**src/rtl/spiseq_pkg.sv**
```systemverilog
package spiseq_pkg;
  typedef enum logic [1:0] {
    TY_RD_NOADDR = 2'd0,
    TY_WR_NOADDR = 2'd1,
    TY_RD_ADDR   = 2'd2,
    TY_WR_ADDR   = 2'd3
  } cmd_type_e;

  typedef enum logic [2:0] {
    ST_IDLE,
    ST_PFX,
    ST_GAP,
    ST_MAIN,
    ST_END
  } seq_state_e;

  localparam logic [7:0] A_MENU_OP = 8'h40;
  localparam logic [7:0] A_MENU_AT = 8'h48;
  localparam logic [7:0] A_PFX     = 8'h50;
  localparam logic [7:0] A_STATUS  = 8'h52;
  localparam logic [1:0] RATE_RSVD = 2'd2;
endpackage

```
**src/rtl/spiseq_cfg.sv**
```systemverilog
module spiseq_cfg
  import spiseq_pkg::*;
#(
  parameter int NUM_OP  = 8,
  parameter int NUM_PFX = 2
) (
  input  logic                    clk,
  input  logic                    rst_n,
  input  logic                    we,
  input  logic [7:0]              addr,
  input  logic [7:0]              wdata,
  output logic [NUM_OP-1:0][7:0]  menu_op,
  output logic [NUM_OP-1:0][3:0]  menu_at,
  output logic [NUM_PFX-1:0][7:0] pfx_op,
  output logic                    locked,
  output logic                    denied
);
  logic [NUM_OP-1:0]  op_en;
  logic [NUM_OP-1:0]  at_en;
  logic [NUM_PFX-1:0] pf_en;
  logic open_wr, cfg_hit, lock_d, denied_d;

  assign open_wr = we && !locked;
  assign cfg_hit = we && (addr >= A_MENU_OP) && (addr <= A_STATUS);

  for (genvar g = 0; g < NUM_OP; g++) begin : g_menu_en
    assign op_en[g] = open_wr && (addr == A_MENU_OP + 8'(g));
    assign at_en[g] = open_wr && (addr == A_MENU_AT + 8'(g));
  end
  for (genvar g = 0; g < NUM_PFX; g++) begin : g_pfx_en
    assign pf_en[g] = open_wr && (addr == A_PFX + 8'(g));
  end

  always_ff @(posedge clk or negedge rst_n) begin
    if (!rst_n) begin
      menu_op <= '0;
      menu_at <= '0;
      pfx_op  <= '0;
    end else begin
      for (int i = 0; i < NUM_OP; i++) begin
        if (op_en[i]) menu_op[i] <= wdata;
        if (at_en[i]) menu_at[i] <= wdata[3:0];
      end
      for (int i = 0; i < NUM_PFX; i++) begin
        if (pf_en[i]) pfx_op[i] <= wdata;
      end
    end
  end

  always_comb begin
    lock_d   = locked | (open_wr && (addr == A_STATUS) && wdata[0]);
    denied_d = denied | (we && locked && cfg_hit);
  end

  always_ff @(posedge clk or negedge rst_n) begin
    if (!rst_n) begin
      locked <= 1'b0;
      denied <= 1'b0;
    end else begin
      locked <= lock_d;
      denied <= denied_d;
    end
  end

  a_r10_lock_sticky: assert property (@(posedge clk) disable iff (!rst_n)
    locked |=> locked);
  a_r10_table_frozen: assert property (@(posedge clk) disable iff (!rst_n)
    (locked && we) |=> ($stable(menu_op) && $stable(menu_at) && $stable(pfx_op)));
endmodule

```
**src/rtl/spiseq_shift.sv**
```systemverilog
module spiseq_shift #(
  parameter int DIV_W = 4
) (
  input  logic             clk,
  input  logic             rst_n,
  input  logic [DIV_W-1:0] half_div,
  input  logic             load,
  input  logic [7:0]       tx_byte,
  input  logic             miso,
  output logic             sck,
  output logic             mosi,
  output logic             byte_done,
  output logic [7:0]       rx_byte
);
  logic             act_q, act_d;
  logic             sck_q, sck_d;
  logic [7:0]       sh_q, sh_d;
  logic [7:0]       rx_q, rx_d;
  logic [2:0]       bit_q, bit_d;
  logic [DIV_W-1:0] cnt_q, cnt_d;
  logic             bd_d, bd_q;
  logic             tick;

  assign tick = act_q && (cnt_q == half_div - DIV_W'(1));

  always_comb begin
    act_d = act_q;
    sck_d = sck_q;
    sh_d  = sh_q;
    rx_d  = rx_q;
    bit_d = bit_q;
    cnt_d = cnt_q;
    bd_d  = 1'b0;
    if (load) begin
      act_d = 1'b1;
      sck_d = 1'b0;
      sh_d  = tx_byte;
      bit_d = '0;
      cnt_d = '0;
    end else if (act_q) begin
      if (tick) begin
        cnt_d = '0;
        if (!sck_q) begin
          sck_d = 1'b1;
          rx_d  = {rx_q[6:0], miso};
        end else begin
          sck_d = 1'b0;
          if (bit_q == 3'd7) begin
            act_d = 1'b0;
            bd_d  = 1'b1;
          end else begin
            sh_d  = {sh_q[6:0], 1'b0};
            bit_d = bit_q + 3'd1;
          end
        end
      end else begin
        cnt_d = cnt_q + DIV_W'(1);
      end
    end
  end

  always_ff @(posedge clk or negedge rst_n) begin
    if (!rst_n) begin
      act_q <= 1'b0;
      sck_q <= 1'b0;
      sh_q  <= '0;
      rx_q  <= '0;
      bit_q <= '0;
      cnt_q <= '0;
      bd_q  <= 1'b0;
    end else begin
      act_q <= act_d;
      sck_q <= sck_d;
      sh_q  <= sh_d;
      rx_q  <= rx_d;
      bit_q <= bit_d;
      cnt_q <= cnt_d;
      bd_q  <= bd_d;
    end
  end

  assign sck       = sck_q;
  assign mosi      = act_q ? sh_q[7] : 1'b0;
  assign byte_done = bd_q;
  assign rx_byte   = rx_q;

  a_r3_mosi_steady_at_rise: assert property (@(posedge clk) disable iff (!rst_n)
    $rose(sck_q) |-> $stable(mosi));
  a_r3_eight_rises_per_byte: assert property (@(posedge clk) disable iff (!rst_n)
    bd_q |-> !act_q);
endmodule

```
**src/rtl/spiseq_top.sv**
```systemverilog
module spiseq_top
  import spiseq_pkg::*;
#(
  parameter int NUM_OP    = 8,
  parameter int NUM_PFX   = 2,
  parameter int BUF_DEPTH = 64,
  parameter int ADDR_W    = 24,
  parameter int DIV_W     = 4,
  parameter int HALF_R0   = 3,
  parameter int HALF_R1   = 2,
  parameter int HALF_R3   = 1,
  localparam int CNT_W    = $clog2(BUF_DEPTH + 1),
  localparam int PFX_W    = (NUM_PFX > 1) ? $clog2(NUM_PFX) : 1
) (
  input  logic              clk,
  input  logic              rst_n,
  input  logic              reg_we,
  input  logic [7:0]        reg_addr,
  input  logic [7:0]        reg_wdata,
  output logic [7:0]        reg_rdata,
  input  logic              start,
  input  logic [7:0]        op_idx,
  input  logic [PFX_W-1:0]  pfx_idx,
  input  logic              atomic,
  input  logic              data_en,
  input  logic              dir_out,
  input  logic [ADDR_W-1:0] addr,
  input  logic [CNT_W-1:0]  byte_cnt,
  output logic              sck,
  output logic              cs_n,
  output logic              mosi,
  input  logic              miso,
  output logic              busy,
  output logic              done,
  output logic              err_unsup,
  output logic              err_rate,
  output logic              err_param,
  output logic              err_denied
);
  localparam int ADDR_BYTES = ADDR_W / 8;
  localparam int IDX_W      = $clog2(NUM_OP);
  localparam int BUF_AW     = $clog2(BUF_DEPTH);
  localparam int SEQ_W      = $clog2(BUF_DEPTH + ADDR_BYTES + 1);
  localparam int HDR_W      = $clog2(ADDR_BYTES + 2);

  // reset: asynchronous assertion, synchronous release
  logic [1:0] rst_sync;
  logic       rst_sn;
  always_ff @(posedge clk or negedge rst_n) begin
    if (!rst_n) rst_sync <= 2'b00;
    else        rst_sync <= {rst_sync[0], 1'b1};
  end
  assign rst_sn = rst_sync[1];

  // configuration table
  logic [NUM_OP-1:0][7:0]  menu_op;
  logic [NUM_OP-1:0][3:0]  menu_at;
  logic [NUM_PFX-1:0][7:0] pfx_op;
  logic                    locked;

  spiseq_cfg #(.NUM_OP(NUM_OP), .NUM_PFX(NUM_PFX)) cfg_i (
    .clk(clk), .rst_n(rst_sn), .we(reg_we), .addr(reg_addr), .wdata(reg_wdata),
    .menu_op(menu_op), .menu_at(menu_at), .pfx_op(pfx_op),
    .locked(locked), .denied(err_denied)
  );

  // sequencer state
  seq_state_e         state_q, state_d;
  logic               cs_q, cs_d;
  logic               kick_q, kick_d;
  logic [SEQ_W-1:0]   seq_q, seq_d;
  logic [DIV_W:0]     gap_q, gap_d;
  logic [2:0]         eflg_q, eflg_d;

  logic [7:0]         cur_opc, cur_pfb;
  logic [1:0]         cur_ty;
  logic [DIV_W-1:0]   cur_half;
  logic               cur_data, cur_dir;
  logic [ADDR_W-1:0]  cur_addr;
  logic [HDR_W-1:0]   cur_hdr;
  logic [SEQ_W-1:0]   cur_last;

  logic [7:0]         dbuf [BUF_DEPTH];

  // request evaluation
  logic               idx_ok, rate_bad, param_bad, take, accept;
  logic [IDX_W-1:0]   ent;
  logic [3:0]         sel_at;
  logic [HDR_W-1:0]   new_hdr;
  logic [SEQ_W-1:0]   new_last;
  logic [DIV_W-1:0]   new_half;

  always_comb begin
    idx_ok    = (int'(op_idx) < NUM_OP);
    ent       = op_idx[IDX_W-1:0];
    sel_at    = menu_at[ent];
    rate_bad  = idx_ok && (sel_at[3:2] == RATE_RSVD);
    param_bad = idx_ok && data_en &&
                ((byte_cnt == '0) || (int'(byte_cnt) > BUF_DEPTH) || (dir_out != sel_at[0]));
    take      = start && (state_q == ST_IDLE);
    accept    = take && idx_ok && !rate_bad && !param_bad;
    new_hdr   = sel_at[1] ? HDR_W'(1 + ADDR_BYTES) : HDR_W'(1);
    new_last  = SEQ_W'(new_hdr) - SEQ_W'(1) + (data_en ? SEQ_W'(byte_cnt) : '0);
    case (sel_at[3:2])
      2'd0:    new_half = DIV_W'(HALF_R0);
      2'd1:    new_half = DIV_W'(HALF_R1);
      default: new_half = DIV_W'(HALF_R3);
    endcase
  end

  // shift engine
  logic       sh_load, byte_done;
  logic [7:0] tx_byte, rx_byte;

  assign sh_load = kick_q;

  spiseq_shift #(.DIV_W(DIV_W)) shift_i (
    .clk(clk), .rst_n(rst_sn), .half_div(cur_half), .load(sh_load),
    .tx_byte(tx_byte), .miso(miso), .sck(sck), .mosi(mosi),
    .byte_done(byte_done), .rx_byte(rx_byte)
  );

  // outgoing byte selection
  logic [SEQ_W-1:0]  didx;
  logic [ADDR_W-1:0] addr_sh;
  always_comb begin
    tx_byte = 8'h00;
    didx    = seq_q - SEQ_W'(cur_hdr);
    addr_sh = cur_addr >> (8 * (ADDR_BYTES - int'(seq_q)));
    if (state_q == ST_PFX)                tx_byte = cur_pfb;
    else if (seq_q == '0)                 tx_byte = cur_opc;
    else if (seq_q < SEQ_W'(cur_hdr))     tx_byte = addr_sh[7:0];
    else if (cur_dir)                     tx_byte = dbuf[didx[BUF_AW-1:0]];
  end

  // next-state logic
  always_comb begin
    state_d = state_q;
    cs_d    = cs_q;
    kick_d  = 1'b0;
    seq_d   = seq_q;
    gap_d   = gap_q;
    eflg_d  = eflg_q;
    unique case (state_q)
      ST_IDLE: begin
        if (take) eflg_d = {param_bad, rate_bad, !idx_ok};
        if (accept) begin
          cs_d    = 1'b0;
          kick_d  = 1'b1;
          seq_d   = '0;
          state_d = atomic ? ST_PFX : ST_MAIN;
        end
      end
      ST_PFX: begin
        if (byte_done) begin
          cs_d    = 1'b1;
          gap_d   = '0;
          state_d = ST_GAP;
        end
      end
      ST_GAP: begin
        gap_d = gap_q + (DIV_W+1)'(1);
        if (gap_q >= {cur_half, 1'b0} - (DIV_W+1)'(1)) begin
          cs_d    = 1'b0;
          kick_d  = 1'b1;
          state_d = ST_MAIN;
        end
      end
      ST_MAIN: begin
        if (byte_done) begin
          if (seq_q == cur_last) begin
            cs_d    = 1'b1;
            state_d = ST_END;
          end else begin
            seq_d  = seq_q + SEQ_W'(1);
            kick_d = 1'b1;
          end
        end
      end
      ST_END:  state_d = ST_IDLE;
      default: state_d = ST_IDLE;
    endcase
  end

  always_ff @(posedge clk or negedge rst_sn) begin
    if (!rst_sn) begin
      state_q <= ST_IDLE;
      cs_q    <= 1'b1;
      kick_q  <= 1'b0;
      seq_q   <= '0;
      gap_q   <= '0;
      eflg_q  <= '0;
    end else begin
      state_q <= state_d;
      cs_q    <= cs_d;
      kick_q  <= kick_d;
      seq_q   <= seq_d;
      gap_q   <= gap_d;
      eflg_q  <= eflg_d;
    end
  end

  // request capture, enabled by accept
  always_ff @(posedge clk or negedge rst_sn) begin
    if (!rst_sn) begin
      cur_opc  <= '0;
      cur_pfb  <= '0;
      cur_ty   <= '0;
      cur_half <= DIV_W'(1);
      cur_data <= 1'b0;
      cur_dir  <= 1'b0;
      cur_addr <= '0;
      cur_hdr  <= HDR_W'(1);
      cur_last <= '0;
    end else if (accept) begin
      cur_opc  <= menu_op[ent];
      cur_pfb  <= pfx_op[pfx_idx];
      cur_ty   <= sel_at[1:0];
      cur_half <= new_half;
      cur_data <= data_en;
      cur_dir  <= dir_out;
      cur_addr <= addr;
      cur_hdr  <= new_hdr;
      cur_last <= new_last;
    end
  end

  // data buffer: engine fills on reads, port writes only while idle
  logic eng_we, port_we;
  assign eng_we  = (state_q == ST_MAIN) && byte_done && cur_data && !cur_dir &&
                   (seq_q >= SEQ_W'(cur_hdr));
  assign port_we = reg_we && (int'(reg_addr) < BUF_DEPTH) && (state_q == ST_IDLE);

  always_ff @(posedge clk) begin
    if (eng_we)       dbuf[didx[BUF_AW-1:0]]    <= rx_byte;
    else if (port_we) dbuf[reg_addr[BUF_AW-1:0]] <= reg_wdata;
  end

  // register read port
  always_comb begin
    reg_rdata = 8'h00;
    if (int'(reg_addr) < BUF_DEPTH)
      reg_rdata = dbuf[reg_addr[BUF_AW-1:0]];
    else if (reg_addr >= A_MENU_OP && reg_addr < A_MENU_OP + 8'(NUM_OP))
      reg_rdata = menu_op[IDX_W'(reg_addr - A_MENU_OP)];
    else if (reg_addr >= A_MENU_AT && reg_addr < A_MENU_AT + 8'(NUM_OP))
      reg_rdata = {4'h0, menu_at[IDX_W'(reg_addr - A_MENU_AT)]};
    else if (reg_addr >= A_PFX && reg_addr < A_PFX + 8'(NUM_PFX))
      reg_rdata = pfx_op[PFX_W'(reg_addr - A_PFX)];
    else if (reg_addr == A_STATUS)
      reg_rdata = {6'h00, err_denied, locked};
  end

  assign cs_n      = cs_q;
  assign busy      = (state_q != ST_IDLE);
  assign done      = (state_q == ST_END);
  assign err_unsup = eflg_q[0];
  assign err_rate  = eflg_q[1];
  assign err_param = eflg_q[2];

  a_r6_sck_quiet_when_deselected: assert property (@(posedge clk) disable iff (!rst_sn)
    cs_n |-> !sck);
  a_r8_bad_index_keeps_cs_high: assert property (@(posedge clk) disable iff (!rst_sn)
    ((state_q == ST_IDLE) && start && (int'(op_idx) >= NUM_OP)) |=> cs_n);
  a_r11_done_single_cycle: assert property (@(posedge clk) disable iff (!rst_sn)
    done |=> !done);
  a_r11_busy_ignores_start: assert property (@(posedge clk) disable iff (!rst_sn)
    (busy && start) |=> ($stable(cur_opc) && $stable(cur_addr) && $stable(cur_last)));
endmodule

```
**config.mk**
```make
export PLATFORM = sky130hd
export DESIGN_NAME = spiseq_top
export DESIGN_NICKNAME = d
export VERILOG_FILES = /design/src/rtl/spiseq_pkg.sv /design/src/rtl/spiseq_cfg.sv /design/src/rtl/spiseq_shift.sv /design/src/rtl/spiseq_top.sv
export SDC_FILE = /design/constraint.sdc
export NUM_CORES = 1
export LEC_CHECK = 0
export ABC_CLOCK_PERIOD_IN_PS = 5800
export CORE_MARGIN = 1
export CORE_UTILIZATION = 30
export CTS_CLUSTER_SIZE = 24
export DETAILED_ROUTE_END_ITERATION = 16
export DONT_BUFFER_PORTS = 1
export SLEW_MARGIN = 20
export SYNTH_ARGS = -nofsm -noshare
export SYNTH_HDL_FRONTEND = slang
export SYNTH_SLANG_ARGS = --single-unit
export TNS_END_PERCENT = 1
```
**constraint.sdc**
```tcl
create_clock -name clk -period 5.8 [get_ports clk]
set_input_delay 1.74 -clock clk [delete_from_list [all_inputs] [get_ports clk]]
set_output_delay 1.74 -clock clk [all_outputs]
set_load 0.05 [all_outputs]
```
# ---- After elaboration in Yosys (flattened, before gate mapping)
# Memory sizes are Yosys's and may differ from the RTL's.
# Index checks and enable logic that the tools add are counted.
dict set report op_classes {
  addsub 13
  n_lt_le_gt_ge 18
  eq_ne 36
  shifts 1
  mux 84
  n_bitwise 4
  n_reduce_logical 69
}
# operator n
set ops {}
lappend ops {{8-bit 2-to-1 mux} 20}
lappend ops {{8-bit by 7-bit equality test with 1-bit output, second input constant} 19}
lappend ops {{8-bit binary-select mux with 3-bit select} 2}
lappend ops {{1-bit logical AND} 42}
lappend ops {{3-bit 2-to-1 mux} 11}
lappend ops {{8-bit by 7-bit less-than comparator with 1-bit output, second input constant} 4}
lappend ops {{24-bit by 32-bit >> shifter with 8-bit output} 1}
lappend ops {{1-bit 2-to-1 mux} 30}
lappend ops {{7-bit 2-to-1 mux} 4}
lappend ops {{4-bit binary-select mux with 3-bit select} 2}
lappend ops {{8-bit by 7-bit greater-or-equal comparator with 1-bit output, second input constant} 3}
lappend ops {{4-bit 2-to-1 mux} 5}
lappend ops {{7-bit zero test} 2}
lappend ops {{7-bit case mux with 2 select lines} 1}
lappend ops {{3-bit by 4-bit less-than comparator with 1-bit output, second input constant} 3}
lappend ops {{3-bit case mux with 4 select lines} 1}
lappend ops {{4-bit AND reduction} 3}
lappend ops {{2-bit inequality test, second input constant} 5}
lappend ops {{5-bit case mux with 2 select lines} 1}
lappend ops {{2-bit nonzero test} 5}
lappend ops {{8-bit by 7-bit less-or-equal comparator with 1-bit output, second input constant} 1}
lappend ops {{8-bit by 4-bit less-than comparator with 1-bit output, second input constant} 1}
lappend ops {{8-bit OR reduction} 1}
lappend ops {{2-bit by 7-bit subtractor with 8-bit output, first input constant} 1}
lappend ops {{42 further kinds} 57}
dict set report totals {
  reg_bits 218
  ramBits 512
  in_bits 64
  output_inout_bits 17
  word_cells 268
  n_memories 1
}
# memory words width rd rd_clocked_by_memory_dff write_ports line_no
set memory_table {}
lappend memory_table {dbuf 64 8 2 0 1 spiseq_top.sv:83} ;# logic [7:0] dbuf [BUF_DEPTH];

# ---- Longest topological paths before layout
# Gate-level depths: netlist (run 1).
dict set report logic_depth {
  word_depth 9
  depth_mapped 13
  ltp_nobuf 11
}

# ---- Cells and area by module
# A second synthesis (run 1) with hierarchy kept.
dict set report unflattened {
  hier_cells 2292
  hier_area_um2 35861.9
}
# mod n_inst cells_each area_per_inst_um2 seq_area_each_um2
set by_module_without_submodules {}
lappend by_module_without_submodules {spiseq_top 1 1915 30130.1 17255.3}
lappend by_module_without_submodules {spiseq_cfg 1 274 4468.0 2852.7}
lappend by_module_without_submodules {spiseq_shift 1 103 1263.7 650.6}

# ---- Worst setup path before layout (run 1)
# Ideal clock, no wire load.
dict set report synth_timing {
  path_kind {input-to-output}
  from {in reg_addr[1]}
  to {out reg_rdata[4]}
  arrival_ns 4.278
  required_time_ns 4.060
  path_slack_ns -0.218
  path_stages 6
  path_buffers 2
  path_cell_list {buf_2 buf_1 mux4_2 mux4_2 a221oi_1 o21ai_0}
}
dict set report synth_via {
  elab_chain_len 6
  word_cells_on_any_way 18
  classes_between {add/sub (1); order compare (7); mux (6); reduce/logical (3); memory (1)}
}
# element line_no
set synth_lines {}
lappend synth_lines {{start, declared} spiseq_top.sv:18} ;# input logic [7:0] reg_addr,
lappend synth_lines {{8-bit by 7-bit greater-or-equal comparator with 1-bit output / 8-bit by 7-bit less-than comparator with 1-bit output (equally long branches)} spiseq_top.sv:248} ;# else if (reg_addr >= A_PFX && reg_addr < A_PFX + 8'(NUM_PFX))
lappend synth_lines {{1-bit logical AND} spiseq_top.sv:248}
lappend synth_lines {{8-bit 2-to-1 mux} spiseq_top.sv:248}
lappend synth_lines {{8-bit 2-to-1 mux} spiseq_top.sv:246} ;# else if (reg_addr >= A_MENU_AT && reg_addr < A_MENU_AT + 8'(NUM_OP))
lappend synth_lines {{8-bit 2-to-1 mux} spiseq_top.sv:244} ;# else if (reg_addr >= A_MENU_OP && reg_addr < A_MENU_OP + 8'(NUM_OP))
lappend synth_lines {{8-bit 2-to-1 mux (*)} spiseq_top.sv:242} ;# if (int'(reg_addr) < BUF_DEPTH)
lappend synth_lines {{end, declared} spiseq_top.sv:20} ;# output logic [7:0] reg_rdata,
# Every way passes the cells marked *; elsewhere a longest branch is shown, timed or not. The select of a mux whose other input is x is not followed.

# ---- Worst setup path after layout (run 1)
# Same ends and word-level chain as after synthesis.

==> metrics.md, run 1 <==
| Metric | Value |
|---|---|
| Critical path arrival | `between 4 and 5 ns` |
| Mapped cell area | `~36,000 um^2` |
| Yosys Warn Count | `0` |
| CP cell instances | `mux4_2 -> mux4_2 -> a221oi_1 -> o21ai_1 -> buf_4 -> buf_12` |
| Pre-CTS setup slack | `-0.0687 ns` |
| Slew margin rel. | `between 20% and 30%` |
| Routed vias | `around 21k` |
| Lkg Pwr | `about 0.014 uW` |
| Synth Instances | `2,170` |
| 1st-iter DRT viols | `between 2k and 2.5k` |
| Drt wl/cell | `roughly 27 um` |
| Largest family of logic cells by synthesized area | `multiplexers` |
| VDD IR max | `between 0.15 and 0.2 mV` |
| Placed cell count | `roughly 3.6k` |
| Status | `finished with violations` |
| Final Instance Area | `40,100 um^2` |
| Detail Placement HPWL | `about 64,000 um` |
| Die height | `roughly 350 um` |
| Fillcell total | `approximately 11k` |
| Critical path's slowest cell | `mux4_2` |
| Syn Nets | `2,253` |
| Final std cells w/o fill | `~3.8k` |
| Fin. Hold Viols | `0` |
| Hold Crit Class | `reg -> async` |
| Largest net degree at the start of global routing | `177` |
| Num rows | `~130` |
| Async SR Flop Fraction | `29.6%` |
| Final clock skew | `0.0317 ns` |
| DR pass1 iterations | `6` |
| Hold-fix buffers, CTS | `0` |
| Ys flop type | `edfxtp_1` |
| Syn Area/Cell | `around 16 um^2` |
| Finish-stage setup viols | `3` |
| CTS root buffer | `clkbuf_16` |
| Cell variety after synth | `75` |
| Comb pwr share | `approximately 4%` |
| Finished Core Util | `approximately a third` |
| Setup Fix Bufs, Post-CTS | `0` |
| Commonest non-fill, non-tap cell in the layout | `edfxtp_1` |
| Critical path's largest stage delay | `a little over 0.6 ns` |
| Vias in the first global route | `approximately 22k` |
| Synthesis-stage register bit count | `about 730` |
| IO Pins | `81` |
| Initial antenna violation count | `6` |
| Max cap viols | `0` |
| Clock Latency Late Sink | `roughly 0.65 ns` |
| Startpoint types | `input pin` |
| CP max FO | `roughly 160` |
| First-pass GRT wire length | `about 150,000 um` |
| Post-route setup slack | `-0.181 ns` |
| Sw frac | `a little over a fifth` |
| Slew Limit Fails | `0` |
| Commonest cells after routing, fill and taps aside | `512 x edfxtp_1, 339 x mux4_2, 211 x dfrtp_1` |
| Final Critical Period | `5.98 ns` |
| Clock sink count | `approximately 730` |
| Antenna-violating nets left | `0` |
| Starting Density | `a little under a third` |
| Port bufs | `0` |
| Pwr/cell area | `roughly 270 nW/um^2` |
| Clk pwr share | `between 40% and 50%` |
| Layout cell share with drive strength beyond 1 | `a little under a third` |
| Final Hold Slack | `between 0.2 and 0.3 ns` |
| Flop pwr share | `~53%` |
| DIE AREA | `120,000 um^2` |
| Longest Clk Path Bufs | `3` |
| Crit path top cell by count | `mux4_2` |
| Switching pwr | `2340 uW` |
| DRT Wirelength | `100,000 um` |
| Core ar. | `about 120,000 um^2` |
| Post-synth EDFFs | `512` |
| Post-synthesis compound-gate area fraction | `3.86%` |
| Internal | `~8400 uW` |
| Residual DRC | `0` |
| DP Area | `~38,000 um^2` |
| Clock transition at path regs | `approximately 0.050 ns` |
| RSZ-0062 raised after global routing | `no` |
| Area growth from synthesis to final layout | `12.8%` |
| Failing checks | `negative setup slack` |
| Vias per cell | `~5.6` |
| Num CTS Buffers | `77` |
| GRT Util Overall | `~17%` |
| CTS tree | `built` |
| Max Fclk | `167 MHz` |
| Worst-Margin Slew | `roughly 1.1 ns` |
| Synthesized-area fraction occupied by and/or/nand/nor cells | `about 5.2%` |
| CP Capture Type | `output pin` |
| Post-synthesis sequential area ratio | `58.4%` |
| Worst EP required | `a little over 4 ns` |
| Nets | `between 2k and 2.5k` |
| GP Congestion | `around 0.88` |
| Mux share of post-synthesis cell area | `~29%` |
| Remaining Overflow, GRT | `0` |
| Die X | `between 300 and 400 um` |
| Synth Area in XOR/XNOR | `less than 1%` |
| Final Cycle Share | `103%` |
| Post-Synth Adder-Cell Area | `less than 1%` |
| CP Class | `in -> out` |
| H-tree depth | `3` |
## cells in the mapped netlist, drive strengths merged, types with 17 or more instances
cell | n | area share, %
xor2 | 17 | 0.42
nor3 | 19 | 0.31
edfxtp | 512 | 43
buf | 86 | 1.4
dfrtp | 212 | 15
mux4 | 339 | 21
mux2 | 126 | 4.0
o21ai | 72 | 1.1
inv | 27 | 0.29
o22ai | 29 | 0.51
mux2i | 116 | 3.3
clkbuf | 61 | 0.65
nor2 | 120 | 1.3
nand2 | 199 | 2.1
ha | 18 | 0.63
a21oi | 41 | 0.61
## metrics by stage
stage	total power [uW]	TNS, ns
6_report	10800	-0.454
3_3_place_gp	6170	-0.133
3_5_place_dp	6190	-0.0687
5_1_grt	11100	0
2_1_floorplan	6140	-0.833
4_1_cts	10900	0
## routing by layer
| metal | vias to the layer above | track usage, % | wire (um) |
|---|---|---|---|
| met5 | - | 0 | 65 |
| met4 | 10 | 4.70 | 2560 |
| met3 | 186 | 5.20 | 10500 |
| met2 | 1019 | 25.5 | 46100 |
| met1 | 11200 | 22.6 | 41200 |
| li1 | 8755 | - | - |
## power groups by stage
stage	clock, uW	sequential [uW]	combinational [uW]
after floorplan	0	5770	372
after global placement	0	5760	407
after detailed placement	0	5770	417
after CTS	4780	5660	419
after global routing	4970	5660	458
final	4690	5650	429
## cells by family (layout without fill, tap and decap cells)
kind of cell / Yosys count / after routing
AO/OA/AOI/OAI: 213 / 213
XOR/XNOR: 32 / 32
adder cells (fa/ha/maj): 19 / 19
buffers and inverters: 175 / 267
flip-flops: 727 / 727
multiplexers: 581 / 581
other: 1 / 2
AND/OR/NAND/NOR: 422 / 422
## critical path: cells and delay by family
kind            cells  cell delay (ns)
mux                 2             1.14
compound gates      2             0.75
buf+inv             2             0.37
## repair_timing
action                                 4_1_cts  5_1_grt
gates resized for setup                      1        1
setup endpoints to repair                    1        1
pin swaps                                    0        0
endpoints found under the hold margin        0        0
## state kept, by name, indices dropped and copies added, names as in the netlist, 4 cells and up
signal           count
dbuf               512
cur_pfb              8
cfg_i.menu_at       32
gap_q                5
cfg_i.pfx_op        16
shift_i.sh_q         8
shift_i.rx_byte      8
shift_i.cnt_q        4
cfg_i.menu_op       64
seq_q                7
cur_last             7
cur_opc              8
cur_addr            24
## cell type report
class	count	area, um^2	share of cell area, %
antenna	1	2.50	0.00624
clock buffer	95	1990	4.97
clock inverter	41	340	0.849
inverter	28	106	0.265
multi-input combinational	1268	14100	35.2
sequential	727	20800	51.8
tap	1524	1910	4.75
timing repair buffer	103	868	2.17
## path summary, 6_finish.rpt
path / depth (start not counted) / from / to / slack (ns)
setup / recovery: 6 / reg_addr[1] / reg_rdata[4] / -0.18
hold / removal: 0 / rst_sync[1] / cfg_i.menu_op[57] / 0.26
setup reg to reg: 9 / seq_q[0] / shift_i.sh_q[4] / 1.18
hold reg to reg: 0 / rst_sync[1] / cfg_i.menu_op[57] / 0.26
max in group asynchronous: 1 / rst_sync[1] / cur_addr[7] / 4.47
min in group clk: 0 / rst_sync[0] / rst_sync[1] / 0.35
(Power assumes the default switching activity.)
==> run 2, diff against run 1 <==
Settings changed: CORE_MARGIN 1 to 5.
==> run 2 against run 1 <==
Against the previous run:
- the flow still finishes with violations (negative setup slack)
- via count fell by 0.15%
- non-clock buffer count down 3
- routed wire length rose by 1.4%
- utilization down 0.12 points
- worst setup slack got worse by 0.16 ns
- sequential cell count unchanged
- clock-buffer cell count unchanged
- hold slack worse by 0.023 ns
- critical endpoint is now reg_rdata[1]
- largest cell class unchanged
==> metrics.md, run 2 (synthesis results as in run 1) <==
| Metric | Value |
|---|---|
| Clock sink count | `727 (unchanged)` |
| Placed cell count | `3,658 (+0.25%)` |
| Hold-fix buffers, CTS | `0 (unchanged)` |
| CP Capture Type | `output pin` |
| Fin Setup TNS | `-1.36 ns (-0.902 ns)` |
| Post-route setup slack | `-0.345 ns (-0.164 ns)` |
| Die X | `354 um (+2.3%)` |
| Clock Latency Late Sink | `0.66 ns (about the same)` |
| Nets | `2,284 (-0.17%)` |
| 1st-iter DRT viols | `2,272 (-7.6%)` |
| Routed vias | `21.1k (-0.15%)` |
| Lkg Pwr | `0.0143 uW (+0.59%)` |
| Commonest non-fill, non-tap cell in the layout | `edfxtp_1` |
| Worst EP required | `4.06 ns (about the same)` |
| Final Critical Period | `6.15 ns (+0.164 ns)` |
| CTS tree | `built` |
| Num rows | `126 (+0.80%)` |
| CP cell instances | `mux4_2 -> mux4_2 -> nand2_1 -> o21ai_0 -> nand2_1 -> o211ai_1 -> buf_6` |
| Worst Setup SP | `reg_addr[0]` |
| R2r startpoint | `seq_q[0]` |
| Initial antenna violation count | `2 (-4)` |
| Vias per cell | `5.55 (-0.49%)` |
| Die height | `354 um (+2.3%)` |
| Pre-CTS setup slack | `-0.00608 ns (+0.0626 ns)` |
| Max reg flops | `512 (unchanged)` |
| DIE AREA | `126,000 um^2 (+4.7%)` |
| Residual DRC | `0 (unchanged)` |
| Startpoint types | `input pin` |
| Slew Limit Fails | `0 (unchanged)` |
| Worst-Margin Slew | `1.12 ns (+0.0122 ns)` |
| Setup Fix Bufs, Post-CTS | `0 (unchanged)` |
| DR pass1 iterations | `5 (-1)` |
| Vias in the first global route | `21.7k (+0.51%)` |
| GRT Util Overall | `15.9% (-0.72 points)` |
| Area growth from synthesis to final layout | `13.5%` |
| Fin. Hold Viols | `0 (unchanged)` |
| Finish-stage setup viols | `8 (+5)` |
| IO Pins | `81 (unchanged)` |
| Critical path's slowest cell | `mux4_2` |
| Critical path arrival | `4.41 ns (+0.17 ns)` |
| Final clock skew | `0.0448 ns (+0.0131 ns)` |
| H-tree depth | `3 (unchanged)` |
| Commonest cells after routing, fill and taps aside | `512 x edfxtp_1, 339 x mux4_2, 211 x dfrtp_1` |
| CP max FO | `176 (+8.6%)` |
| Overall Power | `11,100 uW (+2.8%)` |
| GP Congestion | `0.805 (-8.4%)` |
| Slew margin rel. | `25.3% (-0.82 points)` |
| Layout cell share with drive strength beyond 1 | `31.9% (+0.49 points)` |
| Max cap viols | `0 (unchanged)` |
| Core ar. | `118,000 um^2 (+0.93%)` |
| Hold Crit Class | `reg -> async` |
| Num CTS Buffers | `76 (-1.3%)` |
| Failing checks | `negative setup slack` |
| DRT Wirelength | `102,000 um (+1.4%)` |
| Largest net degree at the start of global routing | `190 (+7.3%)` |
| Remaining Overflow, GRT | `0 (unchanged)` |
| First-pass GRT wire length | `150,000 um (+1.1%)` |
| VDD IR max | `0.238 mV (+28%)` |
| Detail Placement HPWL | `64,900 um (+2.1%)` |
| Antenna-violating nets left | `0 (unchanged)` |
| Final Cycle Share | `106% (+2.8 points)` |
| Clock transition at path regs | `0.06 ns (about the same)` |
| Status | `finished with violations` |
| RSZ-0062 raised after global routing | `no` |
| Port bufs | `0 (unchanged)` |
| Starting Density | `30.2% (-0.28 points)` |
| CP Class | `in -> out` |
| Final std cells w/o fill | `3,800 (+0.34%)` |
| Pwr/cell area | `275 nW/um^2 (+2.2%)` |
| Drt wl/cell | `26.8 um (+1.0%)` |
| Max Fclk | `163 MHz (-2.7%)` |
| Critical path's largest stage delay | `0.72 ns (+0.11 ns)` |
| CTS root buffer | `clkbuf_16` |
| Longest Clk Path Bufs | `3 (unchanged)` |
## run 2: cell types whose count changed in the layout (fill, tap and decap cells not counted), moves of 2 or more
cell / delta
buf_4: -6
clkinv_1: -6
bufinv_16: +4
clkbuf_8: +4
clkbuf_1: -3
clkinv_16: +3
clkinv_4: +3
buf_6: +2
inv_6: -2
nor2_1: -2
nor2_2: +2
## run 2: area by class of cell
class | instances | area (um^2)
antenna | 2 | 5.00
clock buffer | 95 | 2010
clock inverter | 44 | 541
fill | 11100 | 77600
inverter | 28 | 105
multi-input combinational | 1268 | 14100
sequential | 727 | 20800
tap | 1536 | 1920
timing repair buffer | 100 | 866
## run 2: where the power goes
part	internal, uW	leakage, uW	total [uW]	switching [uW]
clock	2830	0.00123	5000	2170
combinational	227	0.00556	433	207
sequential	5610	0.00746	5650	41.1
## run 2: final timing paths
check	end	slack (ns)	cells past startpoint
worst max-delay path	reg_rdata[1]	-0.35	7
worst min-delay path	cfg_i.menu_op[7]	0.23	0
worst max register to register	shift_i.sh_q[0]	1.35	8
worst min register to register	cfg_i.menu_op[7]	0.23	0
max in group asynchronous	cur_addr[5]	4.24	2
min in group clk	rst_sync[1]	0.35	0
## run 2: stage by stage
stage / instance area, um^2 / hold WS [ns] / utilization, %
floorplan: 35600 / 0.331 / -
CTS: 40200 / 0.236 / 34.1
global placement: 37700 / 0.240 / 32.0
detailed placement: 37700 / 0.253 / 32.0
global route: 40300 / 0.262 / 34.2
finish: 40300 / 0.233 / 34.2
## run 2: timing repair
action | in CTS | in global routing
gates cloned | 0 | 0
gates resized for setup | 1 | 3
endpoints found under the setup margin | 1 | 2
## run 2: worst max-delay path: cells and delay by family
family	cells	cell delay, ns
muxes	2	1.26
AOI/OAI and AO/OA	2	0.47
buffers and inverters	1	0.31
and+or+nand+nor	2	0.24
## run 2: metal layers
metal,track usage (%),up-vias,routed length [um]
met4,3.59,2,2150
met5,0,-,14
li1,-,8740,-
met2,25.5,902,47900
met3,4.80,141,9930
met1,21.5,11300,41800
